$ cat src/rtl/jaloop_pkg.sv
package jaloop_pkg;
  localparam int FILL_W_DEF  = 8;
  localparam int GAIN_W_DEF  = 27;
  localparam int SCALE_W_DEF = 16;
  localparam int DUR_W_DEF   = 21;
  localparam int FCW_W_DEF   = 24;

  // register field within a parameter set (address bits 1:0)
  typedef enum logic [1:0] {
    FLD_GAIN  = 2'd0,
    FLD_SCALE = 2'd1,
    FLD_DUR   = 2'd2,
    FLD_CTRL  = 2'd3
  } cfg_field_e;

  typedef enum logic {
    ORDER_SECOND = 1'b0,
    ORDER_FIRST  = 1'b1
  } loop_order_e;
endpackage

$ cat src/rtl/jaloop_regs.sv
module jaloop_regs
  import jaloop_pkg::*;
#(
  parameter int GAIN_W  = GAIN_W_DEF,
  parameter int SCALE_W = SCALE_W_DEF,
  parameter int DUR_W   = DUR_W_DEF,
  parameter int CFG_DW  = GAIN_W_DEF
) (
  input  logic               clk,
  input  logic               rst_n,
  input  logic               cfg_we,
  input  logic [2:0]         cfg_addr,
  input  logic [CFG_DW-1:0]  cfg_wdata,
  input  logic               mode_ds1,
  output logic [GAIN_W-1:0]  gain_o,
  output logic [SCALE_W-1:0] scale_o,
  output logic [DUR_W-1:0]   dur_o,
  output logic               div32_o
);
  logic [GAIN_W-1:0]  gain_a  [2];
  logic [SCALE_W-1:0] scale_a [2];
  logic [DUR_W-1:0]   dur_a   [2];
  logic               div32_q;

  // address bit 2 picks the set (0 = E1, 1 = DS1), bits 1:0 the field
  for (genvar s = 0; s < 2; s++) begin : g_set
    logic               hit;
    logic [GAIN_W-1:0]  gain_r;
    logic [SCALE_W-1:0] scale_r;
    logic [DUR_W-1:0]   dur_r;

    assign hit = cfg_we && (cfg_addr[2] == 1'(s));

    always_ff @(posedge clk) begin
      if (!rst_n) begin
        gain_r  <= '0;
        scale_r <= '0;
        dur_r   <= '0;
      end else if (hit) begin
        if (cfg_addr[1:0] == FLD_GAIN)  gain_r  <= cfg_wdata[GAIN_W-1:0];
        if (cfg_addr[1:0] == FLD_SCALE) scale_r <= cfg_wdata[SCALE_W-1:0];
        if (cfg_addr[1:0] == FLD_DUR)   dur_r   <= cfg_wdata[DUR_W-1:0];
      end
    end

    assign gain_a[s]  = gain_r;
    assign scale_a[s] = scale_r;
    assign dur_a[s]   = dur_r;
  end

  always_ff @(posedge clk) begin
    if (!rst_n)
      div32_q <= 1'b0;
    else if (cfg_we && cfg_addr == {1'b0, FLD_CTRL})
      div32_q <= cfg_wdata[0];
  end

  assign gain_o  = gain_a[mode_ds1];
  assign scale_o = scale_a[mode_ds1];
  assign dur_o   = dur_a[mode_ds1];
  assign div32_o = div32_q;

  assert_reset_clears_R1: assert property (@(posedge clk)
    !rst_n |=> (dur_a[0] == '0 && dur_a[1] == '0 && !div32_q));
endmodule

$ cat src/rtl/jaloop_hold.sv
module jaloop_hold #(
  parameter int DUR_W = 21
) (
  input  logic             clk,
  input  logic             rst_n,
  input  logic             load_i,
  input  logic [DUR_W-1:0] dur_i,
  input  logic             div32_i,
  output logic             first_o
);
  localparam int PRE_W = 5;

  logic [PRE_W-1:0] presc_q;
  logic [DUR_W-1:0] cnt_q;
  logic             pre_wrap;
  logic             dec_evt;

  assign pre_wrap = div32_i ? (presc_q == '1) : (presc_q[PRE_W-2:0] == '1);
  assign dec_evt  = !load_i && pre_wrap && (cnt_q != '0);

  always_ff @(posedge clk) begin
    if (!rst_n) begin
      presc_q <= '0;
      cnt_q   <= '0;
    end else if (load_i) begin
      presc_q <= '0;
      cnt_q   <= dur_i;
    end else begin
      presc_q <= presc_q + PRE_W'(1);
      if (dec_evt) cnt_q <= cnt_q - DUR_W'(1);
    end
  end

  assign first_o = (cnt_q != '0);

  assert_load_takes_duration_R5: assert property (@(posedge clk) disable iff (!rst_n)
    load_i |=> cnt_q == $past(dur_i));
  assert_count_steps_down_R6: assert property (@(posedge clk) disable iff (!rst_n)
    !load_i |=> (cnt_q == $past(cnt_q) || cnt_q == $past(cnt_q) - DUR_W'(1)));
  assert_stops_at_zero_R6: assert property (@(posedge clk) disable iff (!rst_n)
    (!load_i && cnt_q == '0) |=> cnt_q == '0);
  assert_zero_duration_R10: assert property (@(posedge clk) disable iff (!rst_n)
    (load_i && dur_i == '0) |=> !first_o);
endmodule

$ cat src/rtl/jaloop_filter.sv
module jaloop_filter #(
  parameter int FILL_W  = 8,
  parameter int GAIN_W  = 27,
  parameter int SCALE_W = 16,
  parameter int FCW_W   = 24,
  parameter logic [FCW_W-1:0] NOM_FCW = 24'h800000
) (
  input  logic               clk,
  input  logic               rst_n,
  input  logic               tick_i,
  input  logic [FILL_W-1:0]  fill_i,
  input  logic               first_i,
  input  logic [GAIN_W-1:0]  gain_i,
  input  logic [SCALE_W-1:0] scale_i,
  output logic [FCW_W-1:0]   fcw_o
);
  localparam int ERR_W  = FILL_W + 1;
  localparam int ACC_W  = GAIN_W + 1;
  localparam int PROD_W = ERR_W + SCALE_W + 1;
  localparam int BIG1   = (ACC_W > PROD_W) ? ACC_W : PROD_W;
  localparam int BIG2   = (BIG1 > FCW_W + 1) ? BIG1 : FCW_W + 1;
  localparam int SUM_W  = BIG2 + 2;
  localparam logic signed [ACC_W-1:0] ACC_MAX = {1'b0, {(ACC_W-1){1'b1}}};
  localparam logic signed [ACC_W:0]   S_MAX   = {2'b00, {(ACC_W-1){1'b1}}};
  localparam logic signed [ACC_W:0]   S_MIN   = -S_MAX;
  localparam logic signed [SUM_W-1:0] FCW_TOP = {{(SUM_W-FCW_W){1'b0}}, {FCW_W{1'b1}}};

  function automatic logic signed [ERR_W-1:0] f_err(input logic [FILL_W-1:0] f);
    return $signed({1'b0, f}) - $signed({2'b01, {(FILL_W-1){1'b0}}});
  endfunction

  function automatic logic signed [ACC_W-1:0] f_acc_step(
      input logic signed [ACC_W-1:0] a, input logic signed [ERR_W-1:0] e);
    logic signed [ACC_W:0] s;
    s = $signed({a[ACC_W-1], a}) + $signed({{(ACC_W+1-ERR_W){e[ERR_W-1]}}, e});
    if (s > S_MAX)      return ACC_MAX;
    else if (s < S_MIN) return -ACC_MAX;
    else                return s[ACC_W-1:0];
  endfunction

  function automatic logic signed [ACC_W-1:0] f_integ(
      input logic signed [ACC_W-1:0] a, input logic [GAIN_W-1:0] g);
    logic [ACC_W-1:0] mag;
    mag = a[ACC_W-1] ? ACC_W'(-a) : a;
    return (mag > {1'b0, g}) ? a : '0;
  endfunction

  function automatic logic [FCW_W-1:0] f_fcw(
      input logic signed [ERR_W-1:0] e, input logic [SCALE_W-1:0] sc,
      input logic signed [ACC_W-1:0] integ);
    logic signed [SUM_W-1:0] prod, tot;
    prod = $signed({{(SUM_W-ERR_W){e[ERR_W-1]}}, e})
         * $signed({{(SUM_W-SCALE_W){1'b0}}, sc});
    tot  = prod + $signed({{(SUM_W-ACC_W){integ[ACC_W-1]}}, integ})
         + $signed({{(SUM_W-FCW_W){1'b0}}, NOM_FCW});
    if (tot < 0)            return '0;
    else if (tot > FCW_TOP) return '1;
    else                    return tot[FCW_W-1:0];
  endfunction

  logic signed [ACC_W-1:0] acc_q;
  logic signed [ACC_W-1:0] acc_nx;
  logic signed [ACC_W-1:0] integ_w;
  logic signed [ERR_W-1:0] err_w;
  logic [FCW_W-1:0]        fcw_q;
  logic                    acc_upd;

  assign err_w   = f_err(fill_i);
  assign acc_nx  = f_acc_step(acc_q, err_w);
  assign acc_upd = tick_i && !first_i;
  assign integ_w = first_i ? '0 : f_integ(acc_nx, gain_i);

  always_ff @(posedge clk) begin
    if (!rst_n) begin
      acc_q <= '0;
      fcw_q <= NOM_FCW;
    end else begin
      if (acc_upd) acc_q <= acc_nx;
      if (tick_i)  fcw_q <= f_fcw(err_w, scale_i, integ_w);
    end
  end

  assign fcw_o = fcw_q;

  assert_acc_frozen_R8: assert property (@(posedge clk) disable iff (!rst_n)
    first_i |=> $stable(acc_q));
  assert_fcw_only_on_tick_R4: assert property (@(posedge clk) disable iff (!rst_n)
    !tick_i |=> $stable(fcw_o));
  assert_acc_in_range_R3: assert property (@(posedge clk) disable iff (!rst_n)
    acc_q != {1'b1, {(ACC_W-1){1'b0}}});
  assert_reset_nominal_R1: assert property (@(posedge clk)
    !rst_n |=> fcw_o == NOM_FCW);
endmodule

$ cat src/rtl/jaloop_ctrl.sv
module jaloop_ctrl
  import jaloop_pkg::*;
#(
  parameter int FILL_W  = FILL_W_DEF,
  parameter int GAIN_W  = GAIN_W_DEF,
  parameter int SCALE_W = SCALE_W_DEF,
  parameter int DUR_W   = DUR_W_DEF,
  parameter int FCW_W   = FCW_W_DEF,
  parameter logic [FCW_W-1:0] NOM_FCW = 24'h800000,
  localparam int CFG_DW = (GAIN_W > SCALE_W)
                          ? ((GAIN_W > DUR_W) ? GAIN_W : DUR_W)
                          : ((SCALE_W > DUR_W) ? SCALE_W : DUR_W)
) (
  input  logic              clk,
  input  logic              rst_n,
  input  logic              tick,
  input  logic [FILL_W-1:0] fill_level,
  input  logic              ptr_adj,
  input  logic              mode_ds1,
  input  logic              cfg_we,
  input  logic [2:0]        cfg_addr,
  input  logic [CFG_DW-1:0] cfg_wdata,
  output logic [FCW_W-1:0]  freq_word,
  output logic              loop_order
);
  logic [GAIN_W-1:0]  sel_gain;
  logic [SCALE_W-1:0] sel_scale;
  logic [DUR_W-1:0]   sel_dur;
  logic               div32;
  logic               first_order;

  jaloop_regs #(
    .GAIN_W(GAIN_W), .SCALE_W(SCALE_W), .DUR_W(DUR_W), .CFG_DW(CFG_DW)
  ) u_regs (
    .clk(clk), .rst_n(rst_n), .cfg_we(cfg_we), .cfg_addr(cfg_addr),
    .cfg_wdata(cfg_wdata), .mode_ds1(mode_ds1), .gain_o(sel_gain),
    .scale_o(sel_scale), .dur_o(sel_dur), .div32_o(div32)
  );

  jaloop_hold #(.DUR_W(DUR_W)) u_hold (
    .clk(clk), .rst_n(rst_n), .load_i(ptr_adj), .dur_i(sel_dur),
    .div32_i(div32), .first_o(first_order)
  );

  jaloop_filter #(
    .FILL_W(FILL_W), .GAIN_W(GAIN_W), .SCALE_W(SCALE_W), .FCW_W(FCW_W),
    .NOM_FCW(NOM_FCW)
  ) u_filt (
    .clk(clk), .rst_n(rst_n), .tick_i(tick), .fill_i(fill_level),
    .first_i(first_order), .gain_i(sel_gain), .scale_i(sel_scale),
    .fcw_o(freq_word)
  );

  assign loop_order = first_order ? ORDER_FIRST : ORDER_SECOND;

  assert_order_follows_load_R5: assert property (@(posedge clk) disable iff (!rst_n)
    (ptr_adj && sel_dur != '0) |=> loop_order);
endmodule

$ cat config.mk
export PLATFORM = sky130hd
export DESIGN_NAME = jaloop_ctrl
export DESIGN_NICKNAME = d
export VERILOG_FILES = /design/src/rtl/jaloop_pkg.sv /design/src/rtl/jaloop_regs.sv /design/src/rtl/jaloop_hold.sv /design/src/rtl/jaloop_filter.sv /design/src/rtl/jaloop_ctrl.sv
export SDC_FILE = /design/constraint.sdc
export NUM_CORES = 1
export LEC_CHECK = 0
export BUFFER_PORTS_ARGS = -buffer_cell sky130_fd_sc_hd__buf_4
export CAP_MARGIN = 20
export CORE_ASPECT_RATIO = 0.9
export CORE_MARGIN = 10
export CORE_UTILIZATION = 40
export DETAILED_ROUTE_END_ITERATION = 10
export GPL_ROUTABILITY_DRIVEN = 0
export PLACE_DENSITY = 0.54
export SLEW_MARGIN = 20
export SYNTH_ARGS = -nofsm -noshare
export SYNTH_HDL_FRONTEND = slang
export SYNTH_HIERARCHICAL = 1
export SYNTH_SLANG_ARGS = --single-unit
$ cat constraint.sdc
create_clock -name clk -period 21.1 [get_ports clk]
set_input_delay 6.33 -clock clk [delete_from_list [all_inputs] [get_ports clk]]
set_output_delay 6.33 -clock clk [all_outputs]
set_load 0.1 [all_outputs]
Yosys cells after proc, flatten, opt, wreduce, memory -nomap -nowiden
Index checks and enable logic that the tools add are counted.

Add/sub/neg operators: 7. Multiply operators: 1. Magnitude comparators: 6. Equality and inequality tests: 5. Muxes and demuxes: 20. Bitwise operators: 3. Reductions and logical operators: 18.

Operators with widths (number): $mux W28 (5); $mux W21 (5); $mux W27 (3); $mux W16 (3); $mux W24 (2); $add A30 B25 Y30 const B (1); $gt A30 B25 Y1 const B (1); $lt A30 B1 Y1 const B (1); $add A26 B28 Y29 (1); $add A28 B9 Y29 (1); $gt A29 B28 Y1 const B (1); $lt A29 B28 Y1 const B (1); $gt A28 B27 Y1 (1); $neg A28 Y28 (1); $mul A9 B17 Y26 (1); $reduce_bool A21 Y1 (1); $sub A21 B1 Y21 const B (1); $reduce_and A2 Y1 (6); $sub A8 B8 Y9 const B (1); $logic_and A1 B1 Y1 (6); $add A5 B1 Y5 const B (1); $eq A5 B5 Y1 const B (1); $eq A4 B4 Y1 const B (1); $eq A3 B2 Y1 const B (1); other kinds (10) (13).

Flip-flop bits (word level): 207. Input port bits: 44. Output and inout port bits: 25. Word-level logic and storage cells: 71.

Logic depth before layout (Yosys ltp)
Depth after elaboration: 15. Mapped depth: 53.

Hierarchy
Netlist, hierarchy kept.

By module, submodules not included: jaloop_filter (times used 1, cells each 1515, area an instance 11563.6 µm², seq. area each 1041.0 µm²); jaloop_regs (times used 1, cells each 524, area an instance 5502.8 µm², seq. area each 2582.5 µm²); jaloop_hold (times used 1, cells each 168, area an instance 1438.9 µm², seq. area each 520.5 µm²).

Least setup slack after synthesis
Ideal clock, no wire load.

Kind: input-to-reg. Start: in fill_level[7]. End: reg u_filt.fcw_q[16], in the netlist u_filt/fcw_o[16]. Arrival: 17323 ps. Path slack: 3697 ps. Stages on the path: 52. Cells stage by stage: clkbuf_1 > inv_1 > buf_1 > ha_1 > buf_2 > a21oi_1 > o21ai_0 > nand3_1 > nand3_1 > xor2_1 > or4b_1 > or4_4 > o21ai_2 > buf_2 > nor2_1 > nor2_1 > ha_1 > o211ai_1 > [... 16 more ...] > ha_1 > inv_1 > fa_1 > fa_1 > inv_1 > ha_1 > a21o_1 > a21o_1 > a21o_1 > a21oi_1 > nor3_1 > or3_1 > a41o_1 > a21oi_1 > o21a_1 > mux2_2 > clkbuf_1 > a22oi_1.

Word-level cells in the longest chain between the ends: 15. Elaborated cells on any way between the ends: 18. Those cells by class: 5 x add/sub; 1 x mul; 5 x order compare; 7 x mux.

RTL lines: from (decl) (line jaloop_ctrl.sv:17) `input logic [FILL_W-1:0] fill_level,`; $sub A8 B8 Y9 (*) (line jaloop_filter.sv:29) `return $signed({1'b0, f}) - $signed({2'b01, {(FILL_W-1){1'b0}}});`; $add A28 B9 Y29 (line jaloop_filter.sv:35) `s = $signed({a[ACC_W-1], a}) + $signed({{(ACC_W+1-ERR_W){e[ERR_W-1]}}, e});`; $lt A29 B28 Y1 (line jaloop_filter.sv:37) `else if (s < S_MIN) return -ACC_MAX;`; $mux W28 (line jaloop_filter.sv:37); $mux W28 (line jaloop_filter.sv:36) `if (s > S_MAX) return ACC_MAX;`; $neg A28 Y28 (line jaloop_filter.sv:44) `mag = a[ACC_W-1] ? ACC_W'(-a) : a;`; $mux W28 (line jaloop_filter.sv:44); $gt A28 B27 Y1 (line jaloop_filter.sv:45) `return (mag > {1'b0, g}) ? a : '0;`; $mux W28 (line jaloop_filter.sv:45); $mux W28 (line jaloop_filter.sv:71) `assign integ_w = first_i ? '0 : f_integ(acc_nx, gain_i);`; $add A26 B28 Y29 (*) (line jaloop_filter.sv:54) `tot = prod + $signed({{(SUM_W-ACC_W){integ[ACC_W-1]}}, integ})`; $add A30 B25 Y30 (*) (line jaloop_filter.sv:55) `+ $signed({{(SUM_W-FCW_W){1'b0}}, NOM_FCW});`; $gt A30 B25 Y1 (line jaloop_filter.sv:57) `else if (tot > FCW_TOP) return '1;`; $mux W24 (line jaloop_filter.sv:57); $mux W24 (*) (line jaloop_filter.sv:56) `if (tot < 0) return '0;`; to (signal assigned) (line jaloop_filter.sv:79) `if (tick_i) fcw_q <= f_fcw(err_w, scale_i, integ_w);`; to (decl) (line jaloop_filter.sv:65) `logic [FCW_W-1:0] fcw_q;`.

Every way passes the cells marked *; elsewhere a longest branch is shown, timed or not. A chain may end at the register's enable or synchronous reset.

Final worst setup path
Start: in fill_level[7]. End: reg u_filt.fcw_q[23], in the netlist u_filt/fcw_o[23].

Same word-level chain as after synthesis.

==> summary.txt <==
Status
  • Status: finished, final reports clean

Die
  • # rows: 74
  • Top Ports: 69
  • Core area: 45600 um^2
  • Chip height: 224 um
  • Initial Util: 40.6%
  • DIE WIDTH: 247 um
  • Die area: 55300 um^2

Finish
  • Finished Core Util: 44.6%
  • Diode count: 0
  • Post-route cell area: 20300 um^2
  • Fin nets: 2515
  • P&R area growth vs syn: 9.67%
  • Share of layout cells above drive strength 1: 10.9%
  • Final Non-Filler Cells: 2833

Placed design
  • Post-Place Worst Slack: 2.22 ns
  • DP Cell Count: 2784
  • Post-DP HPWL: 39.3 mm
  • Post-DP Area: 19400 um^2
  • Buffers added on ports: 68

Setup path
  • Arrival @ worst endpoint: 18.90 ns
  • Startpoint Class: primary input
  • R2R Path End: u_filt/fcw_o[23]
  • R2R setup slack: 8.91 ns
  • CP max stage delay: 0.65 ns
  • Crit-path slowest cell: ha_1
  • CP endpoint kind: flop
  • Critical Path Most Common Cell: o21ai_0
  • CP Max Fanout: 28
  • Reg2Reg Launch Point: u_filt/acc_q[0]
  • Critical path class: primary input to flop
  • Req. time, crit path: 21.51 ns
  • Worst R2R Path Depth: 46

Synthesis
  • Syn Inst Count: 2207
  • Post-synth EDFFs: 0
  • Synthesized cell area: 18500 um^2
  • Synth cell types: 88
  • Sequential share of the synthesized area: 22.4%
  • Post-synth ARST share: 0%
  • Syn Area/Cell: 8.38 um^2
  • Synth Flop Type: dfxtp_1
  • Post-synth net total: 2517
  • Synthesis Warnings: 6
  • Synth Register Bits: 207

Hold path
  • Worst Hold Class: flop to flop
  • Hold Startpoint: u_hold/presc_q[0]
  • Worst Hold Path EP: u_hold/presc_q[0]
  • Hold path cells: 1

Global routing
  • Aggregate global-route resource usage: 18.7%
  • Initial antenna violation count: 1
  • Most crowded layer after global routing: met2
  • Met3 Track Usage GR: 2.86%
  • Vias in the first global route: 15700
  • GRT overflow: 0
  • GR Layer Usage met2: 30.8%
  • Pin count of the biggest net entering global routing: 117
  • M1 GR Usage: 25.4%
  • First-pass GRT wire length: 84.3 mm

Timing
  • Worst slew margin: 26.9%
  • Post-route clock period utilization: 87.6%
  • Final Slew Violations: 0
  • Clock Skew: 0.0164 ns
  • Fmax: 0.0541 GHz
  • Worst slew pin tran: 1.08 ns
  • Post-Route Setup TNS: 0 ns
  • Setup violations, final: 0
  • Fin. Hold Viols: 0
  • RSZ-0062 raised after global routing: false
  • Final worst slack: 2.61 ns
  • Hold slack: 0.447 ns
  • Tmin final: 18.49 ns

CTS
  • Clock transition at path regs: 0.06 ns
  • Root Driver: clkbuf_16
  • CTS tree: yes
  • CTS Sinks: 207
  • Longest Clk Path Bufs: 3
  • Clk_lat worst skew: 0.56 ns
  • Setup bufs post-CTS: 0
  • H-tree lvl count: 1
  • Hold-fix buffers, CTS: 0
  • Post-cts resize count: 0
  • CTS Buf Count: 26

Flow run
  • Max-cap violations: 0

Drt
  • Routed wire length per instance: 18.4 um
  • Via count: 15400
  • # DRC: 0
  • Final WL: 52.0 mm
  • Vias per cell: 5.44
  • First-pass detailed-route iteration total: 5
  • Routed Antenna Nets: 0
  • 1st-iter DRT viols: 1072

Power
  • Power Total: 1.21 mW
  • Pwr dens: 59.8 nW/um^2
  • Max VDD drop: 0.0000516 V
  • P_leak: 9.37 nW
## how the worst max path moves through the flow
stage,start,endpoint,slack [ns]
final,fill_level[7],u_filt/fcw_o[23],2.61
after global routing,fill_level[7],u_filt/fcw_o[23],1.69
after CTS,fill_level[7],u_filt/fcw_o[23],2.78
after detailed placement,fill_level[7],u_filt/fcw_o[23],2.22
after global placement,fill_level[7],u_filt/fcw_o[23],2.60
after floorplan,fill_level[7],u_filt/fcw_o[16],3.70
## placed cells by master, fill, tap and decap left out, types with 10 or more instances in the layout
cell type	instances
clkbuf_16	26
inv_1	241
nand2_1	317
xor2_1	31
and3_1	10
nand3_1	27
or3_1	17
buf_4	80
dfxtp_1	207
a21o_1	28
or2_2	22
mux2_2	65
a31oi_1	14
xnor2_1	36
fa_1	124
ha_1	142
o21a_1	12
a211oi_1	21
o211ai_1	19
nand4_1	19
nor3_1	24
nor4_1	15
o21ai_0	105
nand2b_1	28
nor2_1	122
and2_1	58
a21oi_1	115
mux2i_1	130
nor2b_1	12
## Yosys cell counts, drive strengths merged (19+ instances only)
cell | count | share of area, %
nor3 | 25 | 0.70
o21ai | 109 | 3.0
xor2 | 31 | 1.5
nand2 | 318 | 6.5
and2 | 58 | 2.0
dfxtp | 207 | 22
nand4 | 20 | 0.71
mux2 | 65 | 4.0
fa | 124 | 13
ha | 142 | 9.6
nand2b | 28 | 0.95
inv | 241 | 4.9
a21o | 28 | 1.1
mux2i | 130 | 7.0
nand3 | 27 | 0.73
nor2 | 122 | 2.5
or2 | 22 | 0.74
a211oi | 22 | 0.96
clkbuf | 70 | 1.4
buf | 43 | 1.6
xnor2 | 36 | 1.7
o211ai | 19 | 0.77
a21oi | 116 | 3.2
## worst max-delay path: cells and delay by family
family | cells | cell delay, ns
and+or+nand+nor | 13 | 2.73
xor gates and xnor gates | 1 | 0.17
buffers and inverters | 4 | 1.14
AOI/OAI and AO/OA | 21 | 5.40
adders and majority gates | 7 | 3.07
## layout make-up
type / instances / area, um^2
clock buffers: 35 / 754
clock inverters: 13 / 156
fillers: 4558 / 25300
inverters: 241 / 905
multi-input cells: 1646 / 12900
flip-flops and latches: 207 / 4140
well taps: 608 / 761
repair buffers: 83 / 638
## state kept, by name (all words and copies together), names as in the netlist
name / cells
u_filt/acc_q: 28
u_hold/presc_q: 5
u_regs/div32_o: 1
u_regs/g_set.scale_r: 32
u_regs/g_set.gain_r: 54
u_filt/fcw_o: 24
u_regs/g_set.dur_r: 42
u_hold/cnt_q: 21
## cell families after synthesis
logic type | share of synthesized area, %
and+or+nand+nor | 18.6
muxes | 11.0
xor gates and xnor gates | 3.17
adders and majority gates | 23.1
AOI/OAI and AO/OA | 13.9
DFF | 22.4
buffers and inverters | 7.86
## where the power goes
| part | total [mW] | switching, mW | internal [mW] | leakage (nW) |
|---|---|---|---|---|
| registers | 0.412 | 0.00803 | 0.404 | 1.68 |
| logic | 0.337 | 0.219 | 0.118 | 7.24 |
| clock network | 0.464 | 0.186 | 0.278 | 0.446 |
| total | 1.21 | 0.413 | 0.800 | 9.37 |
## metal layers
metal  vias up  part of all wire, %
met4         0                  2.2
met5         -                    0
met1      7493                   47
met3        71                  5.3
li1       7489                    -
met2       354                   46
No activity file was read; power rests on OpenSTA's default activity.
